$ cat src/rtl/cqm_pkg.sv
package cqm_pkg;
  localparam int REG_W      = 32;
  localparam int OFF_W      = 5;
  localparam int PTR_W      = 16;
  localparam int IRQ_W      = 16;
  localparam int LOG_W      = 4;
  localparam int SLOT_SHIFT = 5;

  // byte offsets inside one ring window
  localparam logic [OFF_W-1:0] OFS_BASE_LO = 5'h00;
  localparam logic [OFF_W-1:0] OFS_BASE_HI = 5'h04;
  localparam logic [OFF_W-1:0] OFS_CTRL    = 5'h08;
  localparam logic [OFF_W-1:0] OFS_IRQ     = 5'h0C;
  localparam logic [OFF_W-1:0] OFS_HEAD    = 5'h10;
  localparam logic [OFF_W-1:0] OFS_TAIL    = 5'h18;

  localparam int BIT_ACTIVE = 31;
  localparam int BIT_ARM    = 31;
  localparam int BIT_CONT   = 30;

  typedef logic [PTR_W-1:0] ptr_t;
endpackage

$ cat src/rtl/cqm_queue_regs.sv
module cqm_queue_regs
  import cqm_pkg::*;
#(
  parameter int ADDR_W  = 64,
  parameter int MAX_LOG = 15
) (
  input  logic              clk,
  input  logic              rst_n,
  input  logic              wr_en,
  input  logic [OFF_W-1:0]  wr_off,
  input  logic [REG_W-1:0]  wr_data,
  input  logic [OFF_W-1:0]  rd_off,
  output logic [REG_W-1:0]  rd_word,
  input  logic              enq_commit,
  input  logic              grant,
  output logic              full,
  output logic [ADDR_W-1:0] slot_addr,
  output logic              active,
  output logic              pending,
  output logic [IRQ_W-1:0]  irq_idx
);
  localparam logic [LOG_W-1:0] LOG_CAP = LOG_W'(MAX_LOG);

  logic [63:0]      base_q;
  logic [LOG_W-1:0] log_q;
  logic             active_q, arm_q, cont_q, pend_q;
  logic [IRQ_W-1:0] irq_q;
  ptr_t             head_q, tail_q;

  logic [LOG_W-1:0] eff_log;
  logic [PTR_W:0]   ring_size;
  ptr_t             used, mask;
  logic             wr_ctrl, wr_irq, wr_head, wr_tail;
  logic             fire, arm_nx, cont_nx, active_nx;

  // occupancy and slot address
  always_comb begin
    eff_log   = (log_q > LOG_CAP) ? LOG_CAP : log_q;
    ring_size = (PTR_W+1)'(1) << eff_log;
    used      = head_q - tail_q;
    mask      = ring_size[PTR_W-1:0] - ptr_t'(1);
    full      = ({1'b0, used} >= ring_size);
    slot_addr = base_q[ADDR_W-1:0] + (ADDR_W'(head_q & mask) << SLOT_SHIFT);
  end

  assign wr_ctrl = wr_en && (wr_off == OFS_CTRL);
  assign wr_irq  = wr_en && (wr_off == OFS_IRQ);
  assign wr_head = wr_en && (wr_off == OFS_HEAD);
  assign wr_tail = wr_en && (wr_off == OFS_TAIL);

  // arming: completion on an armed ring or arm written with work
  // already present; only an active ring fires
  always_comb begin
    cont_nx   = wr_irq  ? wr_data[BIT_CONT]   : cont_q;
    active_nx = wr_ctrl ? wr_data[BIT_ACTIVE] : active_q;
    fire      = active_q &&
                ((arm_q && enq_commit) ||
                 (wr_irq && wr_data[BIT_ARM] && (head_q != tail_q)));
    arm_nx    = wr_irq ? wr_data[BIT_ARM] : arm_q;
    if (fire && !cont_nx) arm_nx = 1'b0;
  end

  always_ff @(posedge clk) begin
    if (!rst_n) begin
      base_q   <= '0;
      log_q    <= '0;
      active_q <= 1'b0;
      arm_q    <= 1'b0;
      cont_q   <= 1'b0;
      pend_q   <= 1'b0;
      irq_q    <= '0;
      head_q   <= '0;
      tail_q   <= '0;
    end else begin
      if (wr_en && wr_off == OFS_BASE_LO) base_q[31:0]  <= wr_data;
      if (wr_en && wr_off == OFS_BASE_HI) base_q[63:32] <= wr_data;
      if (wr_ctrl) log_q <= wr_data[LOG_W-1:0];
      if (wr_irq)  irq_q <= wr_data[IRQ_W-1:0];
      if (wr_tail) tail_q <= wr_data[PTR_W-1:0];
      if (wr_head)         head_q <= wr_data[PTR_W-1:0];
      else if (enq_commit) head_q <= head_q + ptr_t'(1);
      active_q <= active_nx;
      arm_q    <= arm_nx;
      cont_q   <= cont_nx;
      if (!active_nx)  pend_q <= 1'b0;
      else if (fire)   pend_q <= 1'b1;
      else if (grant)  pend_q <= 1'b0;
    end
  end

  always_comb begin
    unique case (rd_off)
      OFS_BASE_LO: rd_word = base_q[31:0];
      OFS_BASE_HI: rd_word = base_q[63:32];
      OFS_CTRL:    rd_word = {active_q, {(REG_W-1-LOG_W){1'b0}}, log_q};
      OFS_IRQ:     rd_word = {arm_q, cont_q, {(REG_W-2-IRQ_W){1'b0}}, irq_q};
      OFS_HEAD:    rd_word = {{(REG_W-PTR_W){1'b0}}, head_q};
      OFS_TAIL:    rd_word = {{(REG_W-PTR_W){1'b0}}, tail_q};
      default:     rd_word = '0;
    endcase
  end

  assign active  = active_q;
  assign pending = pend_q;
  assign irq_idx = irq_q;
endmodule

$ cat src/rtl/cqm_enq_port.sv
module cqm_enq_port #(
  parameter int NQ     = 4,
  parameter int QW     = 2,
  parameter int ADDR_W = 64
) (
  input  logic                       clk,
  input  logic                       rst_n,
  input  logic                       req_valid,
  output logic                       req_ready,
  input  logic [QW-1:0]              req_queue,
  output logic                       resp_valid,
  input  logic                       resp_ready,
  output logic                       resp_ok,
  output logic [QW-1:0]              resp_queue,
  output logic [ADDR_W-1:0]          resp_addr,
  input  logic [NQ-1:0]              q_full,
  input  logic [NQ-1:0]              q_active,
  input  logic [NQ-1:0][ADDR_W-1:0]  q_slot,
  output logic [NQ-1:0]              commit
);
  logic              take, sel_ok;
  logic              sel_full, sel_act;
  logic [ADDR_W-1:0] sel_addr;

  // single response register: a new request may enter while the old
  // response leaves
  assign req_ready = !resp_valid || resp_ready;
  assign take      = req_valid && req_ready;

  always_comb begin
    sel_full = 1'b0;
    sel_act  = 1'b0;
    sel_addr = '0;
    for (int i = 0; i < NQ; i++) begin
      if (req_queue == QW'(i)) begin
        sel_full = q_full[i];
        sel_act  = q_active[i];
        sel_addr = q_slot[i];
      end
    end
    // refuse full or inactive rings
    sel_ok = sel_act && !sel_full;
  end

  for (genvar g = 0; g < NQ; g++) begin : g_commit
    assign commit[g] = take && sel_ok && (req_queue == QW'(g));
  end

  always_ff @(posedge clk) begin
    if (!rst_n) begin
      resp_valid <= 1'b0;
      resp_ok    <= 1'b0;
      resp_queue <= '0;
      resp_addr  <= '0;
    end else if (take) begin
      resp_valid <= 1'b1;
      resp_ok    <= sel_ok;
      resp_queue <= req_queue;
      resp_addr  <= sel_ok ? sel_addr : '0;
    end else if (resp_ready) begin
      resp_valid <= 1'b0;
    end
  end
endmodule

$ cat src/rtl/cqm_event_arb.sv
module cqm_event_arb
  import cqm_pkg::*;
#(
  parameter int NQ = 4,
  parameter int QW = 2
) (
  input  logic                      clk,
  input  logic                      rst_n,
  input  logic [NQ-1:0]             eligible,
  input  logic [NQ-1:0][IRQ_W-1:0]  irq_idx,
  output logic [NQ-1:0]             grant,
  output logic                      evt_valid,
  input  logic                      evt_ready,
  output logic [QW-1:0]             evt_src,
  output logic [IRQ_W-1:0]          evt_irq
);
  logic [QW-1:0] last_q;
  logic          load, found;
  logic [QW-1:0] pick;

  assign load = !evt_valid || evt_ready;

  // round-robin search starting after the last served ring
  always_comb begin
    found = 1'b0;
    pick  = '0;
    for (int off = 1; off <= NQ; off++) begin
      int idx;
      idx = int'(last_q) + off;
      if (idx >= NQ) idx = idx - NQ;
      if (!found && eligible[idx]) begin
        found = 1'b1;
        pick  = QW'(idx);
      end
    end
  end

  for (genvar g = 0; g < NQ; g++) begin : g_grant
    assign grant[g] = load && found && (pick == QW'(g));
  end

  always_ff @(posedge clk) begin
    if (!rst_n) begin
      evt_valid <= 1'b0;
      evt_src   <= '0;
      evt_irq   <= '0;
      last_q    <= QW'(NQ-1);
    end else if (load && found) begin
      evt_valid <= 1'b1;
      evt_src   <= pick;
      evt_irq   <= irq_idx[pick];
      last_q    <= pick;
    end else if (evt_ready) begin
      evt_valid <= 1'b0;
    end
  end
endmodule

$ cat src/rtl/cpl_queue_mgr.sv
module cpl_queue_mgr
  import cqm_pkg::*;
#(
  parameter int          NUM_QUEUES = 4,
  parameter int          ADDR_W     = 64,
  parameter int          MAX_LOG    = 15,
  parameter logic [15:0] EVENT_TYPE = 16'd0,
  localparam int         QW         = (NUM_QUEUES > 1) ? $clog2(NUM_QUEUES) : 1,
  localparam int         RA_W       = QW + OFF_W
) (
  input  logic              clk,
  input  logic              rst_n,
  input  logic              reg_wr_en,
  input  logic [RA_W-1:0]   reg_wr_addr,
  input  logic [31:0]       reg_wr_data,
  input  logic              reg_rd_en,
  input  logic [RA_W-1:0]   reg_rd_addr,
  output logic              reg_rd_valid,
  output logic [31:0]       reg_rd_data,
  input  logic              req_valid,
  output logic              req_ready,
  input  logic [QW-1:0]     req_queue,
  output logic              resp_valid,
  input  logic              resp_ready,
  output logic              resp_ok,
  output logic [QW-1:0]     resp_queue,
  output logic [ADDR_W-1:0] resp_addr,
  output logic              evt_valid,
  input  logic              evt_ready,
  output logic [15:0]       evt_type,
  output logic [15:0]       evt_source,
  output logic [15:0]       evt_irq
);
  logic [NUM_QUEUES-1:0]              full_vec, active_vec, pend_vec;
  logic [NUM_QUEUES-1:0]              commit_vec, grant_vec;
  logic [NUM_QUEUES-1:0][ADDR_W-1:0]  slot_vec;
  logic [NUM_QUEUES-1:0][IRQ_W-1:0]   irq_vec;
  logic [NUM_QUEUES-1:0][REG_W-1:0]   rd_vec;
  logic [QW-1:0]                      wr_q, rd_q, arb_src;
  logic [REG_W-1:0]                   rd_sel;

  assign wr_q = reg_wr_addr[RA_W-1:OFF_W];
  assign rd_q = reg_rd_addr[RA_W-1:OFF_W];

  for (genvar g = 0; g < NUM_QUEUES; g++) begin : g_ring
    cqm_queue_regs #(
      .ADDR_W  (ADDR_W),
      .MAX_LOG (MAX_LOG)
    ) u_ring (
      .clk        (clk),
      .rst_n      (rst_n),
      .wr_en      (reg_wr_en && (wr_q == QW'(g))),
      .wr_off     (reg_wr_addr[OFF_W-1:0]),
      .wr_data    (reg_wr_data),
      .rd_off     (reg_rd_addr[OFF_W-1:0]),
      .rd_word    (rd_vec[g]),
      .enq_commit (commit_vec[g]),
      .grant      (grant_vec[g]),
      .full       (full_vec[g]),
      .slot_addr  (slot_vec[g]),
      .active     (active_vec[g]),
      .pending    (pend_vec[g]),
      .irq_idx    (irq_vec[g])
    );
  end

  cqm_enq_port #(
    .NQ     (NUM_QUEUES),
    .QW     (QW),
    .ADDR_W (ADDR_W)
  ) u_enq (
    .clk        (clk),
    .rst_n      (rst_n),
    .req_valid  (req_valid),
    .req_ready  (req_ready),
    .req_queue  (req_queue),
    .resp_valid (resp_valid),
    .resp_ready (resp_ready),
    .resp_ok    (resp_ok),
    .resp_queue (resp_queue),
    .resp_addr  (resp_addr),
    .q_full     (full_vec),
    .q_active   (active_vec),
    .q_slot     (slot_vec),
    .commit     (commit_vec)
  );

  cqm_event_arb #(
    .NQ (NUM_QUEUES),
    .QW (QW)
  ) u_arb (
    .clk       (clk),
    .rst_n     (rst_n),
    .eligible  (pend_vec & active_vec),
    .irq_idx   (irq_vec),
    .grant     (grant_vec),
    .evt_valid (evt_valid),
    .evt_ready (evt_ready),
    .evt_src   (arb_src),
    .evt_irq   (evt_irq)
  );

  assign evt_type   = EVENT_TYPE;
  assign evt_source = 16'(arb_src);

  // register read-back, one cycle latency
  always_comb begin
    rd_sel = '0;
    for (int i = 0; i < NUM_QUEUES; i++)
      if (rd_q == QW'(i)) rd_sel = rd_vec[i];
  end

  always_ff @(posedge clk) begin
    if (!rst_n) begin
      reg_rd_valid <= 1'b0;
      reg_rd_data  <= '0;
    end else begin
      reg_rd_valid <= reg_rd_en;
      if (reg_rd_en) reg_rd_data <= rd_sel;
    end
  end
endmodule

$ cat config.mk
export PLATFORM = sky130hd
export DESIGN_NAME = cpl_queue_mgr
export DESIGN_NICKNAME = d
export VERILOG_FILES = /design/src/rtl/cqm_pkg.sv /design/src/rtl/cqm_queue_regs.sv /design/src/rtl/cqm_enq_port.sv /design/src/rtl/cqm_event_arb.sv /design/src/rtl/cpl_queue_mgr.sv
export SDC_FILE = /design/constraint.sdc
export NUM_CORES = 2
export LEC_CHECK = 0
export BUFFER_PORTS_ARGS = -buffer_cell sky130_fd_sc_hd__buf_2
export CORE_ASPECT_RATIO = 0.75
export CORE_MARGIN = 2
export CORE_UTILIZATION = 68
export CTS_CLUSTER_SIZE = 24
export DETAILED_ROUTE_END_ITERATION = 8
export MAX_ROUTING_LAYER = met4
export PLACE_DENSITY = 0.87
export SLEW_MARGIN = 20
export SYNTH_ARGS = -nofsm -noshare
export SYNTH_HDL_FRONTEND = slang
export SYNTH_HIERARCHICAL = 1
export SYNTH_SLANG_ARGS = --single-unit
$ cat constraint.sdc
create_clock -name clk -period 16.85 [get_ports clk]
set_input_delay 2.5275 -clock clk [delete_from_list [all_inputs] [get_ports clk]]
set_output_delay 2.5275 -clock clk [all_outputs]
set_load 0.03 [all_outputs]
==> impl_metrics.ini, run 1 <==
[synth]
ys_ff_latch = 602
synthesis.instances = 5006
avgSynthCellArea_sq_um = 8.358
syn_area_sq_um = 41840
synth_ff_type = dfxtp_1
synthArstFlopShare_pct = 0
yosysWarnings = 6
ys_types = 106
synth_edf_count = 0
seq_area_frac_synth_pct = 28.80

[grt]
grt_overflow = 0
grt_pass1_wl_mm = 237.5
grt_max_degree = 128
grt_pass1_vias = 37920
grt_usage_pct = 50.54
antenna_found_initial = 13

[cts]
clockBufferDepth = 3
numCtsBuffers = 58
holdBufCountCts = 0
cts-resized-gates = 0
cts_root_buffer = clkbuf_16
cts_sinks = 602
cts_max_level = 2
postCtsSetupBuffers = 0

[place]
gp_congestion = 1.150
portBuffers = 175
dp_hpwl_mm = 113.9
place_ws_ps = 10430

[die]
die_x_microns = 290.4
initial_core_util_pct = 68.92
boundaryPins = 206
die_h_microns = 218.8
row_count = 78

[outcome]
lastStage = 5_2_route
status = did not finish
error_line = [ERROR DRT-0255] Maze Route cannot find path of net resp_addr[61] in worker of routeBox ( 241500 96600 ) ( 290420 144900 ).
==> through the flow <==
stage / std cells / cell area (sq um)
after CTS: 5794 / 44360
after floorplan: 5035 / 41950
after global placement: 5686 / 42410
after global routing: 5812 / 44430
after detailed placement: 5688 / 42420
==> cells in the mapped netlist (11+ instances only) <==
cell type | n | area [sq um]
nor4_1 | 34 | 212.7
nand4b_1 | 26 | 227.7
a22oi_1 | 100 | 750.7
and3_1 | 52 | 325.3
nand3_1 | 137 | 685.7
nor3_1 | 87 | 435.4
a21o_1 | 33 | 247.7
clkbuf_1 | 244 | 915.9
nand4_1 | 76 | 475.5
o21ai_1 | 11 | 55.05
nand2_1 | 954 | 3581
o221ai_1 | 38 | 332.8
buf_6 | 27 | 304.0
o21a_1 | 37 | 277.8
xnor2_1 | 195 | 1708
ha_1 | 180 | 2252
o211a_1 | 62 | 620.6
buf_4 | 58 | 435.4
a21boi_0 | 333 | 2500
dfxtp_1 | 602 | 12050
mux2i_1 | 190 | 1902
o211ai_1 | 18 | 135.1
a211oi_1 | 13 | 97.59
nor3_2 | 13 | 130.1
inv_1 | 153 | 574.3
o21ai_0 | 74 | 370.4
nor2b_1 | 134 | 838.3
and4_1 | 17 | 148.9
and2_1 | 60 | 375.4
a21oi_1 | 118 | 590.6
nand3b_1 | 37 | 277.8
or2_2 | 11 | 68.82
o21bai_1 | 12 | 90.09
buf_2 | 36 | 180.2
a31oi_1 | 14 | 87.58
or3_1 | 21 | 131.4
nand2b_1 | 39 | 244.0
mux4_2 | 69 | 1554
a22o_1 | 125 | 1095
xor2_1 | 140 | 1226
nor2_1 | 170 | 638.1
a222oi_1 | 48 | 480.5
==> routing by layer <==
layer	track usage [%]
met1	62.34
met2	64.80
met5	-
met4	37.81
met3	21.35
==> logic make-up after synthesis <==
| family | share of synthesized area [%] |
|---|---|
| and+or+nand+nor | 22.65 |
| other | 0.04486 |
| buffers and inverters | 5.823 |
| muxes | 8.314 |
| xor gates and xnor gates | 7.013 |
| AOI/OAI and AO/OA | 21.47 |
| adders and majority gates | 5.888 |
| DFF | 28.80 |
==> inputs of run 2 (changes only) <==
- CORE_ASPECT_RATIO: 0.75 -> not set
- CORE_UTILIZATION: 68 -> 40
- CTS_CLUSTER_SIZE: 24 -> not set
- MAX_ROUTING_LAYER: met4 -> not set
- PLACE_DENSITY: 0.87 -> not set
- PLACE_DENSITY_LB_ADDON: not set -> 0.15
==> impl_metrics.ini, run 2 <==
[cts]
clk_pin_slew_ps = 60
holdBufCountCts = 0
cts_sinks = 602
insertion_delay_ps = 670
postCtsSetupBuffers = 0
cts_root_buffer = clkbuf_16
cts_tree = built
numCtsBuffers = 76
cts-resized-gates = 0
clockBufferDepth = 3
cts_max_level = 3

[sta]
rsz0062_at_grt = false
hold_viol_final = 0
fin_setup_tns_ps = 0
fmax_mhz = 156.3
period_needed_ps = 6400
max_slew_margin_pct = 24.16
finalClockSkew_ps = 40.64
fin_crit_sh_pct = 37.98
hold_ws_ps = 468.9
worst_pin_slew_ps = 1138
setup_viol = 0
drv_slew = 0

[drt]
wl_mm = 180.6
via_per_inst = 6.098
post-route-drc-count = 0
vias = 39250
drtIter0Drc = 5195
wl_per_cell_microns = 28.06
postRouteAntennaNets = 0
drtPass1Iterations = 9

[place]
portBuffers = 175
dp_hpwl_mm = 132.7
dpl_cell_area_sq_um = 43320
gp_congestion = 0.9753

[synth]
synth_top_area_share_pct = 28.80
synth_area_leaders = dfxtp_1 (29%), nand2_1 (8.6%), a21boi_0 (6.0%), ha_1 (5.4%), mux2i_1 (4.5%)
synth_top_family_by_area = simple AND/OR/NAND/NOR gates
ys_types = 106
avgSynthCellArea_sq_um = 8.358
synthesis.instances = 5006
yosysWarnings = 6
yosys.area_share.simple_pct = 22.65
synth_xor_area_share_pct = 7.013
seq_area_frac_synth_pct = 28.80
synthArstFlopShare_pct = 0
synth_compound_area_share_pct = 21.47
synth_ff_type = dfxtp_1
synth_common_cells = nand2_1 (954), dfxtp_1 (602), a21boi_0 (333), clkbuf_1 (244), xnor2_1 (195)
synth_edf_count = 0
synth_top_area_cell = dfxtp_1
ys_ff_latch = 602
syn_area_sq_um = 41840
yosysMostFrequentCell = nand2_1
synthAdderAreaFrac_pct = 5.888
muxShareOfSynthArea_pct = 8.314

[cells_and_area]
largest_reg_flops = 256
multiInputGateArea_sq_um = 27540
final_common_cell = nand2_1
fin_nets = 5231
fillers = 10310
largest_register = g_ring.u_ring/base_q
drive_above_1_share_pct = 11.19
layout_common_cells = nand2_1 (953), dfxtp_1 (602), a21boi_0 (333), xnor2_1 (195), mux2i_1 (190)
postLayoutCellArea_sq_um = 46080
seqCellArea_sq_um = 12050
synthToLayoutAreaGrowth_pct = 10.14

[worst_setup_path]
crit_fanout = 6
worst_ep_required_time_ps = 17390
worstSetupPathType = flip-flop to flip-flop
worst_setup_path_end_kind = flip-flop
worst_ep_arrival_time_ps = 6940
worstSetupStartpointType = flip-flop

[die]
die_area_sq_um = 107200
core_area_sq_um = 103600
die_x_microns = 327.4
initial_core_util_pct = 40.37
row_count = 118
boundaryPins = 206
die_h_microns = 327.4

[run]
cap_violations = 0

[grt]
grt_max_degree = 231
grt_overflow = 0
grt_usage_pct = 32.38
grt_pass1_vias = 35440
grt_pass1_wl_mm = 254.3
antenna_found_initial = 14

[power]
vdd_drop_max_v = 0.00007535
power.density_nw_per_um2 = 75.31
p_leak_nw = 18.53
finalPower_mw = 3.470

[outcome]
status = completed

[worst_hold_path]
hold_class = flip-flop to flip-flop
-- run 2: cell counts after synthesis --
Identical to the previous run, type by type.
-- run 2: through the flow --
stage / cells / utilization, % / setup slack, ps
2_1_floorplan: 5035 / - / 11350
3_3_place_gp: 6290 / 41.80 / 10660
3_5_place_dp: 6290 / 41.80 / 10590
4_1_cts: 6429 / 44.43 / 10600
5_1_grt: 6433 / 44.45 / 10090
6_report: 6437 / 44.46 / 10450
-- run 2: final timing paths --
check	from	to	slack [ps]	cells past startpoint
setup / recovery	g_ring[0].u_ring/head_q[0]	g_ring[0].u_ring/head_q[15]	10450	27
hold / removal	g_ring[0].u_ring/base_q[62]	g_ring[0].u_ring/base_q[62]	470	2
setup reg to reg	g_ring[0].u_ring/head_q[0]	g_ring[0].u_ring/head_q[15]	10450	27
hold reg to reg	g_ring[0].u_ring/base_q[62]	g_ring[0].u_ring/base_q[62]	470	2
-- run 2: power breakdown --
group	internal, mW	switching, mW
Combinational	0.0707	0.165
Clock	1.10	0.707
Sequential	1.43	0.00511
-- run 2: cell type report --
type / count / area share, %
clock buffer: 114 / 5.053
timing repair buffer: 247 / 3.139
multi-input combinational: 3908 / 59.76
antenna: 8 / 0.04344
tap: 1380 / 3.747
inverter: 153 / 1.246
sequential: 602 / 26.15
clock inverter: 25 / 0.8553
-- run 2: logic make-up (layout without fill, tap and decap cells) --
logic type | count (synthesis) | count (layout)
and+or+nand+nor | 1939 | 1939
AOI/OAI and AO/OA | 1146 | 1146
DFF | 602 | 602
buffers and inverters | 525 | 539
xor gates and xnor gates | 335 | 335
muxes | 261 | 261
adders and majority gates | 193 | 193
other | 5 | 42
-- run 2: critical path, cell delays in order (launching register included) --
cell,delay (ps)
dfxtp_1,350
inv_1,90
ha_1,170
inv_1,50
fa_1,400
a211oi_1,410
o31ai_1,160
o31ai_1,320
a21oi_1,160
a21o_1,200
a21oi_1,180
xnor2_1,140
ha_1,240
nand2_1,80
nor3_1,70
a221oi_1,240
o21ai_0,200
a2111oi_0,310
nor3_1,180
nand2b_1,350
nor4_1,280
buf_4,240
nand4_1,180
nor3_1,730
nand4_1,200
xor2_1,160
nand2_1,70
o211a_1,130
-- run 2: layer usage --
metal  vias to the layer above  track usage [%]  share of wire, %  wire length (microns)
met5                         -                0             0.013                     23
met2                      2071            47.20                42                  75770
met1                     19040            45.89                42                  76560
met4                         6            13.79               4.5                   8177
li1                      17840                -                 -                      -
met3                       303            6.861                11                  20090
No activity file was read; power rests on OpenSTA's default activity.
